--- src/rtl/fcg_pkg.sv ---
`timescale 1ns/1ps
package fcg_pkg;
  // Maps a raw threshold onto a zero-based rank: 0 -> default, above h -> h.
  function automatic int unsigned pick_rank(input int unsigned t,
                                            input int unsigned nup,
                                            input int unsigned h);
    int unsigned k;
    if (t == 0) k = nup;
    else if (t > h) k = h;
    else k = t;
    if (k == 0) k = 1;
    if (k > h) k = h;
    return k - 1;
  endfunction
endpackage

--- src/rtl/fcg_capture.sv ---
`timescale 1ns/1ps
module fcg_capture #(
  parameter int H    = 8,
  parameter int TW   = 16,
  parameter int KW   = 5,
  parameter int N_UP = 4,
  localparam int IW  = (H > 1) ? $clog2(H) : 1
) (
  input  logic            clk,
  input  logic            rst_n,
  input  logic [H*TW-1:0] hz_in,
  input  logic [KW-1:0]   thr,
  output logic [H*TW-1:0] hz_q,
  output logic [IW-1:0]   idx_q,
  output logic            chg_q
);
  import fcg_pkg::*;

  logic [KW-1:0] thr_q;
  logic          first_q;
  logic [IW-1:0] idx_c;

  always_comb idx_c = IW'(pick_rank(32'(thr), N_UP, H));

  always_ff @(posedge clk) begin
    if (!rst_n) begin
      hz_q    <= '0;
      thr_q   <= '0;
      idx_q   <= '0;
      chg_q   <= 1'b0;
      first_q <= 1'b1;
    end else begin
      hz_q    <= hz_in;
      thr_q   <= thr;
      idx_q   <= idx_c;
      chg_q   <= first_q | (hz_in != hz_q) | (thr != thr_q);
      first_q <= 1'b0;
    end
  end
endmodule

--- src/rtl/fcg_kth_select.sv ---
`timescale 1ns/1ps
module fcg_kth_select #(
  parameter int H   = 8,
  parameter int TW  = 16,
  localparam int IW = (H > 1) ? $clog2(H) : 1
) (
  input  logic            clk,
  input  logic            rst_n,
  input  logic [H*TW-1:0] hz,
  input  logic [IW-1:0]   idx,
  input  logic            vin,
  output logic [TW-1:0]   sel_q,
  output logic            vout_q
);
  logic [TW-1:0] h [H];
  logic [H-1:0]  hit;
  logic [TW-1:0] sel_c;

  // Each channel computes its stable rank: how many channels sort before it,
  // ties broken by lower channel index. Ranks form a permutation of 0..H-1.
  for (genvar g = 0; g < H; g++) begin : g_rank
    logic [IW-1:0] r;
    assign h[g] = hz[g*TW +: TW];
    always_comb begin
      r = '0;
      for (int j = 0; j < H; j++) begin
        if (j != g) begin
          if ((h[j] < h[g]) || ((h[j] == h[g]) && (j < g)))
            r = r + IW'(1);
        end
      end
    end
    assign hit[g] = (r == idx);
  end

  always_comb begin
    sel_c = '0;
    for (int i = 0; i < H; i++)
      if (hit[i]) sel_c = sel_c | h[i];
  end

  always_ff @(posedge clk) begin
    if (!rst_n) begin
      sel_q  <= '0;
      vout_q <= 1'b0;
    end else begin
      sel_q  <= sel_c;
      vout_q <= vin;
    end
  end
endmodule

--- src/rtl/fcg_clamp.sv ---
`timescale 1ns/1ps
module fcg_clamp #(
  parameter int TW = 16
) (
  input  logic          clk,
  input  logic          rst_n,
  input  logic [TW-1:0] sel,
  input  logic          vin,
  input  logic [TW-1:0] now,
  output logic [TW-1:0] perm_time,
  output logic          perm_valid
);
  always_ff @(posedge clk) begin
    if (!rst_n) begin
      perm_time  <= '0;
      perm_valid <= 1'b0;
    end else begin
      perm_valid <= vin;
      if (vin) perm_time <= (sel < now) ? now : sel;
    end
  end
endmodule

--- src/rtl/fc_horizon_gate.sv ---
`timescale 1ns/1ps
module fc_horizon_gate #(
  parameter int H    = 8,
  parameter int TW   = 16,
  parameter int N_UP = 4,
  parameter int KW   = $clog2(H + 1) + 1
) (
  input  logic            clk,
  input  logic            rst_n,
  input  logic [TW-1:0]   now,
  input  logic [H*TW-1:0] hz_in,
  input  logic [KW-1:0]   thr,
  output logic [TW-1:0]   perm_time,
  output logic            perm_valid
);
  localparam int IW = (H > 1) ? $clog2(H) : 1;

  logic [H*TW-1:0] hz_s1;
  logic [IW-1:0]   idx_s1;
  logic            v_s1;
  logic [TW-1:0]   sel_s2;
  logic            v_s2;

  fcg_capture #(.H(H), .TW(TW), .KW(KW), .N_UP(N_UP)) u_cap (
    .clk(clk), .rst_n(rst_n), .hz_in(hz_in), .thr(thr),
    .hz_q(hz_s1), .idx_q(idx_s1), .chg_q(v_s1)
  );

  fcg_kth_select #(.H(H), .TW(TW)) u_sel (
    .clk(clk), .rst_n(rst_n), .hz(hz_s1), .idx(idx_s1), .vin(v_s1),
    .sel_q(sel_s2), .vout_q(v_s2)
  );

  fcg_clamp #(.TW(TW)) u_clamp (
    .clk(clk), .rst_n(rst_n), .sel(sel_s2), .vin(v_s2), .now(now),
    .perm_time(perm_time), .perm_valid(perm_valid)
  );
endmodule

--- config.mk ---
export PLATFORM = sky130hd
export DESIGN_NAME = fc_horizon_gate
export DESIGN_NICKNAME = d
export VERILOG_FILES = /design/src/rtl/fcg_pkg.sv /design/src/rtl/fcg_capture.sv /design/src/rtl/fcg_kth_select.sv /design/src/rtl/fcg_clamp.sv /design/src/rtl/fc_horizon_gate.sv
export SDC_FILE = /design/constraint.sdc
export NUM_CORES = 1
export LEC_CHECK = 0
export ABC_AREA = 1
export BUFFER_PORTS_ARGS = -buffer_cell sky130_fd_sc_hd__buf_2
export CAP_MARGIN = 20
export CORE_MARGIN = 3
export CORE_UTILIZATION = 55
export CTS_CLUSTER_DIAMETER = 80
export DETAILED_ROUTE_END_ITERATION = 8
export PLACE_DENSITY_LB_ADDON = 0.25
export SKIP_LAST_GASP = 1
export SLEW_MARGIN = 20
export SYNTH_ARGS = -nofsm -noshare
export SYNTH_HDL_FRONTEND = slang
export SYNTH_HIERARCHICAL = 1
export SYNTH_SLANG_ARGS = --single-unit
--- constraint.sdc ---
create_clock -name clk -period 15.3 [get_ports clk]
set_clock_uncertainty 0.2 [all_clocks]
set_input_delay 1.53 -clock clk [delete_from_list [all_inputs] [get_ports clk]]
set_output_delay 1.53 -clock clk [all_outputs]
set_load 0.05 [all_outputs]
# After elaboration in Yosys (flattened, before gate mapping)
# Cells that the tools add are included.
[classes]
n_eq_ne = 38
addsub = 49
order_cmp = 59
n_mux = 70
reduce_logical = 30
shifts = 0
n_mul = 0
div_mod_pow = 0
n_bitwise = 9
[ops]
columns = ["op", "n"]
rows = [
  ["16-bit < comparator", 57],
  ["16-bit equality test", 28],
  ["3-bit two-way mux", 49],
  ["3-bit by 1-bit adder with 3-bit output (second input constant)", 48],
  ["16-bit two-way mux", 9],
  ["128-bit inequality test", 1],
  ["16-bit OR", 7],
  ["32-bit two-way mux", 2],
  ["32-bit by 4-bit greater-than comparator with 1-bit output (second input constant)", 1],
  ["32-bit logical NOT", 1],
  ["1-bit logical OR", 28],
  ["3-bit equality test", 8],
  ["1-bit two-way mux", 9],
  ["5-bit by 4-bit greater-than comparator with 1-bit output (second input constant)", 1],
  ["5-bit logical NOT", 1],
  ["5-bit two-way mux", 1],
  ["5-bit inequality test", 1],
  ["3-bit by 1-bit subtractor with 3-bit output (second input constant)", 1],
  ["1-bit OR", 2],
]
[totals]
out_inout_bits = 17
register_bits = 172
n_memories = 0
elab_cells = 264
rom_bits = 0
latch_bits = 0
in_bits = 151
ramBits = 0

# Depth between registers and ports, before layout
[logic_depth]
word_depth = 30
depth_mapped = 44

# By module
# Netlist, hierarchy kept.
[by_module_without_submodules]
columns = ["module", "area_each_um2", "seq_area_each_um2", "instances", "cells_each"]
rows = [
  ["fcg_kth_select", 15916.5, 340.3, 1, 2525],
  ["fcg_capture", 6263.5, 2762.6, 1, 1001],
  ["fcg_clamp", 1475.2, 340.3, 1, 190],
]

# Worst setup path after synthesis
# Ideal clock, no wire load.
[synth_path]
path_kind = "register to register"
startpoint = "register u_cap.hz_q[46]"
endpoint = "register u_sel.sel_q[0]"
required_ps = 14991
path_slack_ps = 10073
arrival_ps = 4918
setup_ps = 109
stages_incl_launch_ff = 39
path_cell_list = "dfxtp_1 > inv_1 > ha_1 > nand2_1 > inv_1 > nand3_1 > nor3_2 > nand2_1 > a21oi_2 > inv_1 > ha_1 > inv_1 > nand3_1 > nand2_1 > ha_1 > or2_0 > and2_1 > ha_1 > (+3 left out) > or2_2 > and2_1 > ha_1 > nand3_1 > nand2_1 > nand2_1 > nand3_1 > nand3_1 > nand2_1 > nand2_1 > inv_2 > nand3_4 > buf_4 > nor2_1 > nor2_1 > nand3_1 > nand2_1 > inv_1"
[synth_between]
elab_chain_cells = 28
word_cells_on_any_way = 131
cone_classes = "add/sub (36); order compare (14); eq/ne (15); mux (52); bitwise (7); reduce/logical (7)"
[synth_lines]
columns = ["item", "line_no", "source"]
rows = [
  ["start: declaration", "fcg_capture.sv:13", "output logic [H*TW-1:0] hz_q,"],
  ["start signal: assignment", "fcg_capture.sv:33", "hz_q <= hz_in;"],
  ["branches (longest 27 deep; another with 16-bit < comparator)", "--", ""],
  ["16-bit two-way mux (*)", "fcg_kth_select.sv:39", "if (hit[i]) sel_c = sel_c | h[i];"],
  ["end signal: assignment", "fcg_kth_select.sv:47", "sel_q <= sel_c;"],
  ["end: declaration", "fcg_kth_select.sv:12", "output logic [TW-1:0] sel_q,"],
]
# Every way passes the cells marked *.
# A chain may end at the register's enable or synchronous reset.

# Final worst setup path
[layout_path]
startpoint = "register u_cap.hz_q[30]"
endpoint = "register u_sel.sel_q[3]"
[layout_between]
elab_chain_cells = 30
word_cells_on_any_way = 143
cone_classes = "add/sub (42); order compare (14); eq/ne (15); mux (58); bitwise (7); reduce/logical (7)"
[layout_lines]
columns = ["item", "line_no", "source"]
rows = [
  ["16-bit < comparator", "fcg_kth_select.sv:28", "if ((h[j] < h[g]) || ((h[j] == h[g]) && (j < g)))"],
  ["1-bit two-way mux", "fcg_kth_select.sv:28", ""],
  ["3-bit by 1-bit adder with 3-bit output", "fcg_kth_select.sv:29", "r = r + IW'(1);"],
  ["3-bit two-way mux", "fcg_kth_select.sv:28", ""],
  ["3-bit by 1-bit adder with 3-bit output", "fcg_kth_select.sv:29", ""],
  ["3-bit two-way mux", "fcg_kth_select.sv:28", ""],
  ["3-bit by 1-bit adder with 3-bit output", "fcg_kth_select.sv:29", ""],
  ["3-bit two-way mux", "fcg_kth_select.sv:28", ""],
  ["(+14 left out)", "--", ""],
  ["16-bit OR", "fcg_kth_select.sv:39", ""],
  ["16-bit two-way mux", "fcg_kth_select.sv:39", ""],
  ["16-bit OR", "fcg_kth_select.sv:39", ""],
  ["16-bit two-way mux", "fcg_kth_select.sv:39", ""],
  ["16-bit OR", "fcg_kth_select.sv:39", ""],
  ["16-bit two-way mux", "fcg_kth_select.sv:39", ""],
  ["16-bit OR", "fcg_kth_select.sv:39", ""],
  ["16-bit two-way mux (*)", "fcg_kth_select.sv:39", ""],
]
# Mark *: on every way between the ends. The rest lies on a longest branch, timed or not.

==> flow_summary.yaml <==
pwr:
  power.share.combinational_pct: 57.0
  power_leakage_nw: 15.0
  power_frac_seq_pct: 24.1
  swShare_pct: 51.1
  power.density_nw_per_um2: 95.7
  cellInternalPower_mw: 1.20
  irDropWorstVdd_uv: 78.1
  clock_power_share_pct: 18.9
  power.net_switching_mw: 1.25
  power_total_mw: 2.45
cts:
  clk_pin_slew_worst_paths_ns: 0.07
  buffer_depth_of_the_longest_clock_path: 2
  ctsHtreeMaxLevel: 4
  cts_post_setup_buffers_inserted: 0
  cts_tree: "built"
  ctsRootBufferMaster: "sky130_fd_sc_hd__clkbuf_16"
  hold_buffers: 0
  cts.repair.resized: 0
  cts_sinks: 172
  numCtsBuffers: 17
  insertion_delay_ns: 0.51
finish:
  most-common-layout-cells: "1042 x sky130_fd_sc_hd__nand2_1, 644 x sky130_fd_sc_hd__inv_1, 510 x sky130_fd_sc_hd__ha_1"
  most_common_cell_after_layout_fill_and_taps_aside: "sky130_fd_sc_hd__nand2_1"
  final_layout_size_suffix_gt1_share_pct: 10.3
  final_net_count: 4533
  final_cell_area_sq_um: 25600
  areaGrowthSynthToFinish_pct: 8.05
synth:
  synth_sequential_area_ratio_pct: 14.6
  post_synth.cell_area_avg_sq_um: 6.37
  synth-async-reset-ratio_pct: 0
  number_of_enable_type_register_cells_in_the_synthesized_netlist: 0
  synth_area_sq_um: 23700
  yosys_warnings: 6
  synthesis.instances: 3716
  postSynth.topFlopCell: "sky130_fd_sc_hd__dfxtp_1"
  synth_seq_cells: 172
  post_synth_num_cell_types: 46
  syn-num-nets: 4377
route:
  route.vias.total: 25000
  wl_um: 87200
  drc: 0
  via_per_inst: 5.63
  avgRoutedWirePerCell_um: 19.7
  first_pass_iters: 6
  drtIter0Drc: 3248
  postRouteAntennaNets: 0
critical_path:
  setup.worst_path.start: "u_cap/hz_q[30]$_SDFF_PN0_"
  worst_setup_path_endpoint: "u_sel/sel_q[3]$_SDFF_PN0_"
  crit_path_end_kind: "flop"
  worstSetupStartpointType: "flop"
  worstPathRequired_ns: 15.55
  endpoint_of_the_lowest_slack_register_to_register_path: "u_sel/sel_q[3]$_SDFF_PN0_"
  worst-r2r-setup-slack_ns: 8.60
  critPathSlowestCell: "sky130_fd_sc_hd__dfxtp_1"
  cp_slowest_stage_delay_ns: 0.81
  r2r.worst_path.cells: 38
  cpMostUsedCell: "sky130_fd_sc_hd__nand2_1"
  critical_path_class: "reg -> reg"
  crit-reg2reg-launch: "u_cap/hz_q[30]$_SDFF_PN0_"
  arrival_ns: 6.94
  critical_path.max_fanout: 9
sta:
  hold_viol: 0
  fin_tns_setup_ns: 0
  maxSlewViolCount: 0
  slew_headroom_pct: 37.1
  worstMarginPinSlew_ns: 0.944
  timing.final.setup_violations: 0
  period_needed_ns: 6.70
  period_share_pct: 43.8
  max_freq_mhz: 149
  finalHoldWorstSlack_ns: 0.264
  grt_setup_unrepaired: "false"
  final_critical_path_setup_slack_ns: 8.60
global_route:
  globalRoute.totalOverflow: 0
  global_route.usage.total_pct: 38.1
  vias_in_the_first_global_route: 22300
  grt_max_degree: 82
  first_pass_grt_wire_length_um: 129000
  initial_antenna_violation_count: 5
outcome:
  run_status: "completed"
die:
  floorplan.die_area_sq_um: 45500
  placeableCoreArea_sq_um: 42200
  die-width_um: 213
  num_rows: 75
  design.portCount: 168
  floorplan.die.height_um: 213
  start_util_pct: 56.0
placed_design:
  buffer_ports.inserted: 167
  pre_cts_slack_ns: 8.90
  hpwl_detailed_um: 69200
  gp_congestion: 1.05
  placed_cell_area_sq_um: 25000
run:
  cap_violations: 0
worst_hold_path:
  hold_path.class: "reg -> reg"
## critical path, delay by kind of cell (launching register included)
family	cells	cell delay, ns
compound gates	1	0.30
fa+ha+maj	6	1.55
buf+inv	6	0.36
flops	1	0.81
simple gates	25	3.37
## cell type report
class	instances	area [sq um]
antenna	6	15.0
clock buffer	21	460
clock inverter	11	125
fill	4184	16700
inverter	661	2480
multi-input combinational	2845	17500
sequential	172	3440
tap	539	674
timing repair buffer	175	898
## cells in the mapped netlist, types with 8 or more instances
cell,n,area (sq um)
sky130_fd_sc_hd__a21o_1,10,75.1
sky130_fd_sc_hd__a21oi_1,206,1030
sky130_fd_sc_hd__a21oi_2,17,149
sky130_fd_sc_hd__buf_2,12,60.1
sky130_fd_sc_hd__clkbuf_1,10,37.5
sky130_fd_sc_hd__dfxtp_1,172,3440
sky130_fd_sc_hd__ha_1,510,6380
sky130_fd_sc_hd__inv_1,644,2420
sky130_fd_sc_hd__inv_2,12,45.0
sky130_fd_sc_hd__nand2_1,1042,3910
sky130_fd_sc_hd__nand2_2,47,294
sky130_fd_sc_hd__nand2_4,22,248
sky130_fd_sc_hd__nand3_1,291,1460
sky130_fd_sc_hd__nand3_2,45,450
sky130_fd_sc_hd__nand4_1,70,438
sky130_fd_sc_hd__nor2_1,333,1250
sky130_fd_sc_hd__nor3_1,21,105
sky130_fd_sc_hd__nor3_2,9,90.1
sky130_fd_sc_hd__o21a_1,8,60.1
sky130_fd_sc_hd__o21ai_0,81,405
sky130_fd_sc_hd__o21ai_1,15,75.1
sky130_fd_sc_hd__o21bai_1,10,75.1
sky130_fd_sc_hd__or2_2,19,119
sky130_fd_sc_hd__xnor2_1,15,131
sky130_fd_sc_hd__xor2_1,25,219
## worst min path at each step
stage                                             from                            endpoint  slack (ns)  depth (start not counted)
finish              u_clamp/perm_time[11]$_SDFFE_PN0P_  u_clamp/perm_time[11]$_SDFFE_PN0P_        0.26                          2
detailed placement   u_clamp/perm_time[9]$_SDFFE_PN0P_   u_clamp/perm_time[9]$_SDFFE_PN0P_        0.26                          2
CTS                  u_clamp/perm_time[9]$_SDFFE_PN0P_   u_clamp/perm_time[9]$_SDFFE_PN0P_        0.27                          2
global placement     u_clamp/perm_time[8]$_SDFFE_PN0P_   u_clamp/perm_time[8]$_SDFFE_PN0P_        0.25                          2
floorplan                       u_cap/chg_q$_SDFF_PN0_             u_sel/vout_q$_SDFF_PN0_        0.19                          2
global route         u_clamp/perm_time[8]$_SDFFE_PN0P_   u_clamp/perm_time[8]$_SDFFE_PN0P_        0.29                          2
## flip-flops by register name, indices dropped and copies added (netlist names)
register / count
u_cap/first_q: 1
u_sel/vout_q: 1
u_cap/thr_q: 5
u_clamp/perm_time: 16
u_cap/idx_q: 3
u_sel/sel_q: 16
u_cap/hz_q: 128
u_clamp/perm_valid: 1
u_cap/chg_q: 1
## stage by stage
stage,std cells,utilization (%)
finish,4430,60.5
global route,4428,60.5
CTS,4424,60.5
detailed placement,4392,59.1
global placement,4392,59.1
floorplan,3716,-
## logic make-up (layout without fill, tap and decap cells)
group                    after synthesis  in the layout  share of synthesized area, %
other                                  0              6                             0
adder cells (fa/ha/maj)              510            510                          27.0
buffers and inverters                699            868                          11.6
flip-flops                           172            172                          14.6
AO/OA/AOI/OAI                        360            360                          8.56
AND/OR/NAND/NOR                     1935           1935                          36.8
XOR/XNOR                              40             40                          1.48
## layer usage
metal  track usage [%]  wire length [um]
met1              50.0             36200
met2              56.5             35800
met3              7.75              8860
met4              25.3              6390
met5                 0                13
## power groups by stage
stage	clock network [mW]	registers (mW)	logic (mW)
4_1_cts	0.470	0.584	1.36
6_report	0.462	0.590	1.39
3_5_place_dp	0	0.594	1.35
5_1_grt	0.485	0.591	1.56
3_3_place_gp	0	0.594	1.33
2_1_floorplan	0	0.559	1.04
Note: power is estimated with default switching activity, not from simulation.
